<file path="src/rtl/cbu_pkg.sv">
package cbu_pkg;

  localparam int OPC_W = 5;

  typedef enum logic [OPC_W-1:0] {
    OP_JMP_ALWAYS = 5'b11000,
    OP_JMP_ZERO   = 5'b11001,
    OP_JMP_NZERO  = 5'b11010,
    OP_JMP_NEG    = 5'b11011,
    OP_JMP_NPOS   = 5'b11100,
    OP_JMP_POS    = 5'b11101,
    OP_JMP_NNEG   = 5'b11110,
    OP_RESERVED   = 5'b11111
  } br_op_e;

  typedef struct packed {
    logic z;
    logic n;
  } flags_t;

  // Condition test for one opcode against the stored flags.
  function automatic logic cond_holds(logic [OPC_W-1:0] opc, flags_t f);
    logic ok;
    case (br_op_e'(opc))
      OP_JMP_ALWAYS: ok = 1'b1;
      OP_JMP_ZERO:   ok = f.z;
      OP_JMP_NZERO:  ok = !f.z;
      OP_JMP_NEG:    ok = f.n;
      OP_JMP_NPOS:   ok = f.n | f.z;
      OP_JMP_POS:    ok = !f.n & !f.z;
      OP_JMP_NNEG:   ok = !f.n;
      default:       ok = 1'b0;
    endcase
    return ok;
  endfunction

endpackage

</file>
<file path="src/rtl/cbu_flag_reg.sv">
module cbu_flag_reg
  import cbu_pkg::*;
#(
  parameter int DATA_W = 16
) (
  input  logic              clk,
  input  logic              rst_n,
  input  logic              load_i,
  input  logic [DATA_W-1:0] result_i,
  output flags_t            flags_o
);

  function automatic flags_t derive_flags(logic [DATA_W-1:0] r);
    flags_t f;
    f.z = (r == '0);
    f.n = r[DATA_W-1];
    return f;
  endfunction

  flags_t flags_q;

  always_ff @(posedge clk or negedge rst_n) begin
    if (!rst_n) begin
      flags_q <= '0;
    end else if (load_i) begin
      flags_q <= derive_flags(result_i);
    end
  end

  assign flags_o = flags_q;

endmodule

</file>
<file path="src/rtl/cbu_cond_eval.sv">
module cbu_cond_eval
  import cbu_pkg::*;
(
  input  logic [OPC_W-1:0] opc_i,
  input  flags_t           flags_i,
  input  logic             exec_i,
  output logic             is_branch_o,
  output logic             cond_ok_o,
  output logic             taken_o
);

  localparam logic [OPC_W-1:0] FIRST_BR = OP_JMP_ALWAYS;
  localparam logic [OPC_W-1:0] LAST_BR  = OP_JMP_NNEG;

  always_comb begin
    is_branch_o = (opc_i >= FIRST_BR) && (opc_i <= LAST_BR);
    cond_ok_o   = cond_holds(opc_i, flags_i);
    taken_o     = exec_i && is_branch_o && cond_ok_o;
  end

endmodule

</file>
<file path="src/rtl/cbu_target_calc.sv">
module cbu_target_calc #(
  parameter int PC_W  = 16,
  parameter int OFF_W = 11
) (
  input  logic [PC_W-1:0]  pc_i,
  input  logic [OFF_W-1:0] offset_i,
  input  logic             take_i,
  output logic [PC_W-1:0]  seq_pc_o,
  output logic [PC_W-1:0]  jump_pc_o,
  output logic [PC_W-1:0]  next_pc_o
);

  localparam int EXT_W = PC_W - OFF_W - 1;
  localparam logic [PC_W-1:0] STEP = PC_W'(2);

  // Word displacement to byte distance: sign-extend then shift by one.
  function automatic logic [PC_W-1:0] scale_offset(logic [OFF_W-1:0] off);
    return {{EXT_W{off[OFF_W-1]}}, off, 1'b0};
  endfunction

  always_comb begin
    seq_pc_o  = pc_i + STEP;
    jump_pc_o = pc_i + scale_offset(offset_i);
    next_pc_o = take_i ? jump_pc_o : seq_pc_o;
  end

endmodule

</file>
<file path="src/rtl/cond_branch_unit.sv">
module cond_branch_unit
  import cbu_pkg::*;
#(
  parameter int DATA_W  = 16,
  parameter int PC_W    = 16,
  parameter int INSTR_W = 16,
  parameter int OFF_W   = 11
) (
  input  logic               clk,
  input  logic               rst_n,
  input  logic [PC_W-1:0]    pc_i,
  input  logic [INSTR_W-1:0] instr_i,
  input  logic [DATA_W-1:0]  alu_result_i,
  input  logic               flag_we_i,
  input  logic               branch_exec_i,
  output logic [PC_W-1:0]    next_pc_o,
  output logic               taken_o
);

  localparam int OPC_LSB = INSTR_W - OPC_W;

  // Named internal events for the bound checker.
  flags_t           flags;
  logic             flag_z;
  logic             flag_n;
  logic [OPC_W-1:0] opcode;
  logic [OFF_W-1:0] offset;
  logic             is_branch;
  logic             cond_ok;
  logic             take;
  logic [PC_W-1:0]  seq_pc;
  logic [PC_W-1:0]  jump_pc;

  assign opcode = instr_i[INSTR_W-1:OPC_LSB];
  assign offset = instr_i[OFF_W-1:0];
  assign flag_z = flags.z;
  assign flag_n = flags.n;

  cbu_flag_reg #(.DATA_W(DATA_W)) u_flags (
    .clk      (clk),
    .rst_n    (rst_n),
    .load_i   (flag_we_i),
    .result_i (alu_result_i),
    .flags_o  (flags)
  );

  cbu_cond_eval u_cond (
    .opc_i       (opcode),
    .flags_i     (flags),
    .exec_i      (branch_exec_i),
    .is_branch_o (is_branch),
    .cond_ok_o   (cond_ok),
    .taken_o     (take)
  );

  cbu_target_calc #(.PC_W(PC_W), .OFF_W(OFF_W)) u_target (
    .pc_i      (pc_i),
    .offset_i  (offset),
    .take_i    (take),
    .seq_pc_o  (seq_pc),
    .jump_pc_o (jump_pc),
    .next_pc_o (next_pc_o)
  );

  assign taken_o = take;

endmodule

</file>
<file path="config.mk">
export PLATFORM = sky130hd
export DESIGN_NAME = cond_branch_unit
export DESIGN_NICKNAME = d
export VERILOG_FILES = /design/src/rtl/cbu_pkg.sv /design/src/rtl/cbu_flag_reg.sv /design/src/rtl/cbu_cond_eval.sv /design/src/rtl/cbu_target_calc.sv /design/src/rtl/cond_branch_unit.sv
export SDC_FILE = /design/constraint.sdc
export NUM_CORES = 1
export LEC_CHECK = 0
export ABC_AREA = 1
export BUFFER_PORTS_ARGS = -buffer_cell sky130_fd_sc_hd__buf_2
export CAP_MARGIN = 20
export CORE_ASPECT_RATIO = 1.4
export CORE_MARGIN = 5
export CORE_UTILIZATION = 35
export DETAILED_ROUTE_END_ITERATION = 10
export PLACE_DENSITY = 0.67
export SKIP_LAST_GASP = 1
export SLEW_MARGIN = 10
export SYNTH_ARGS = -nofsm -noshare
export SYNTH_HDL_FRONTEND = slang
export SYNTH_SLANG_ARGS = --single-unit
</file>
<file path="constraint.sdc">
create_clock -name clk -period 3.05 [get_ports clk]
set_input_delay 0.305 -clock clk [delete_from_list [all_inputs] [get_ports clk]]
set_output_delay 0.305 -clock clk [all_outputs]
set_load 0.005 [all_outputs]
</file>
==> out/metrics.yaml <==
outcome:
  run_status: "finished clean"
cts:
  cts.clk_slew.worst_paths_ps: 30
  insertion_delay_ps: 210
  clock-sinks: 2
  cts_made_buffers: 3
  cts-root-buf: "clkbuf_8"
  cts_tree: "built"
  cts_buffer_depth: 2
  htreeDepth: 1
route:
  wl_per_cell_um: 10.9
  viasPerCell: 4.75
  ant_nets: 0
  drt_pass1_iterations: 4
  post-route-drc-count: 0
  wl_um: 3280
  drt_iter0_markers: 14
  vias: 1430
synth:
  postSynthCellCount: 191
  async_flop_share_pct: 100
  netlist_area_um2: 1120
  ys.flop_type: "dfrtp_1"
  synth-seq-area-share_pct: 4.46
  yosys.cell_types.count: 31
  syn_nets: 258
  syn_area_per_cell_um2: 5.88
  yosysWarnings: 0
  synth_edf_count: 0
  ys_seq_elements: 2
die:
  initial_utilization_pct: 36.3
  core-area_um2: 3090
  dieWidth_um: 57.9
  dieArea_um2: 4460
  rows: 24
  ios: 69
  die_h_um: 77
sta:
  tightest_slew_ps: 263
  setup_violations: 0
  maxSlewViolCount: 0
  max_freq_mhz: 355
  hold_viol: 0
  rsz0062_at_grt: "true"
  clock-skew-final_ps: 0
  period_needed_ps: 2820
  final.setup.worst_slack_ps: 231
  finalSetupTns_ps: 0
  period_share_pct: 92.4
  slew_headroom_pct: 82.3
layout:
  post-route-util_pct: 51.1
  finalNetCount: 331
  n_antenna_cell: 0
  nFillCells: 365
  drive_gt1_share_pct: 39.3
  largest_register_ffs: 2
  areaGrowthSynthToFinish_pct: 40.7
placed_design:
  hpwl_um: 2920
  port_buffers: 66
  pre_cts_ws_ps: 357
  routabilityCongestion: 0.866
setup_path:
  r2r_slack_ps: 2360
  critPathLaunchType: "register"
  critical_path.top_delay_family: "simple AND/OR/NAND/NOR gates"
  cp.arrival_ps: 2510
  worstPathCellList: "inv_2 > nand2_1 > nand3_1 > nand2_1 > inv_2 > nand3_4 > or2_1 > ha_2 > inv_2 > fa_2 > inv_2 > nand3_1 > nand3_2 > buf_4 > a21oi_1 > xnor2_1 > buf_2"
  critical_path.max_stage_delay_ps: 400
  worstSetupEndpointType: "primary output"
  path_buf_inv: 6
  critPathMaxFanout: 3
  crit_required_ps: 2740
  path_class: "reg2out"
  slowest_stage: "dfrtp_1"
  critPathMostFrequentCell: "inv_2"
grt:
  first_global_vias: 1524
  grt_remaining_overflow: 0
  grt_max_degree: 10
  grt_pass1_wl_um: 5930
  grt_usage_pct: 16.1
  antenna_found_initial: 0
pwr:
  leakagePower_nw: 0.955
  power_mw: 0.298
  vdd_drop_max_uv: 271
  power_density_nw_per_um2: 189
hold_path:
  hold_class: "in2reg"
job:
  drv_cap: 0
==> Yosys cell counts, drive strengths merged (2+ instances only) <==
cell | number | share of area (%)
ha | 14 | 16
xor2 | 7 | 5.5
nand3 | 21 | 12
o21bai | 2 | 1.3
xnor2 | 4 | 3.1
inv | 30 | 10
nor2 | 25 | 9.3
a21oi | 15 | 7.4
dfrtp | 2 | 4.5
nor4 | 3 | 1.7
o21ai | 6 | 3.3
nand2 | 49 | 18
nor3 | 3 | 1.3
a21o | 2 | 1.3
==> placed cells by master, fill, tap and decap left out, types with 2 or more instances in the layout <==
master / count
nor3_1: 3
clkbuf_8: 3
nand2_2: 7
ha_1: 12
inv_2: 9
nor2_2: 2
o21bai_1: 2
ha_2: 2
a21o_1: 2
nand2_1: 42
buf_2: 66
nor2_1: 22
buf_4: 2
o21ai_1: 4
a21oi_2: 3
inv_1: 21
xnor2_1: 4
xor2_1: 7
nor4_1: 3
nand3_2: 4
dfrtp_1: 2
a21oi_1: 12
nand3_1: 16
o21ai_2: 2
==> worst reg2reg max path: stages, from the launching register on <==
cell	delay, ps
dfrtp_1	380
inv_2	50
o22ai_1	180
==> logic make-up (layout without fill, tap and decap cells) <==
family,after synthesis,after routing,share of synthesized area (%)
AND/OR/NAND/NOR,105,105,44.4
adder cells (fa/ha/maj),15,15,17.4
flip-flops,2,2,4.46
buffers and inverters,31,102,10.7
XOR/XNOR,11,11,8.58
AO/OA/AOI/OAI,27,27,14.5
==> worst paths after layout <==
check	end	start	cells after the start
min in group asynchronous	u_flags.flags_o[1]	rst_n	2
worst max register to register	u_flags.flags_o[1]	u_flags.flags_o[1]	2
max in group asynchronous	u_flags.flags_o[0]	rst_n	2
worst min register to register	u_flags.flags_o[0]	u_flags.flags_o[0]	2
worst min-delay path	u_flags.flags_o[1]	flag_we_i	2
worst max-delay path	next_pc_o[9]	u_flags.flags_o[0]	17
==> area by class of cell <==
| class | count | area [um2] | share of cell area, % |
|---|---|---|---|
| Clock buffer | 3 | 41.3 | 2.61 |
| Inverter | 30 | 113 | 7.13 |
| Multi-Input combinational cell | 158 | 971 | 61.5 |
| Sequential cell | 2 | 50.0 | 3.17 |
| Tap cell | 39 | 48.8 | 3.09 |
| Timing Repair Buffer | 69 | 355 | 22.5 |
==> metal layers <==
layer	routed length (um)	global-route usage [%]	up-vias
li1	-	-	771
met1	1200	16.4	612
met2	1820	31.6	43
met3	234	2.52	4
met4	27	5.34	0
met5	0	0	-
==> report_power, final <==
group	switching, mW	total, mW	internal [mW]
sequential	0.00141	0.0294	0.0279
clock	0.0221	0.106	0.0836
combinational	0.0870	0.163	0.0761
total	0.111	0.298	0.188
==> through the flow <==
step	cell area, um2	cells	hold WS [ps]
floorplan	1120	191	9.41
global placement	1500	296	91.7
detailed placement	1500	296	91.9
CTS	1550	300	310
global route	1580	301	326
finish	1580	301	308
==> timing repair <==
action | in CTS | in global routing
hold buffers | 1 | 0
hold endpoints to repair | 2 | 0
setup endpoints to repair | 0 | 6
resized for setup | 0 | 10
buffers inserted | 0 | 1
(Power assumes the default switching activity.)
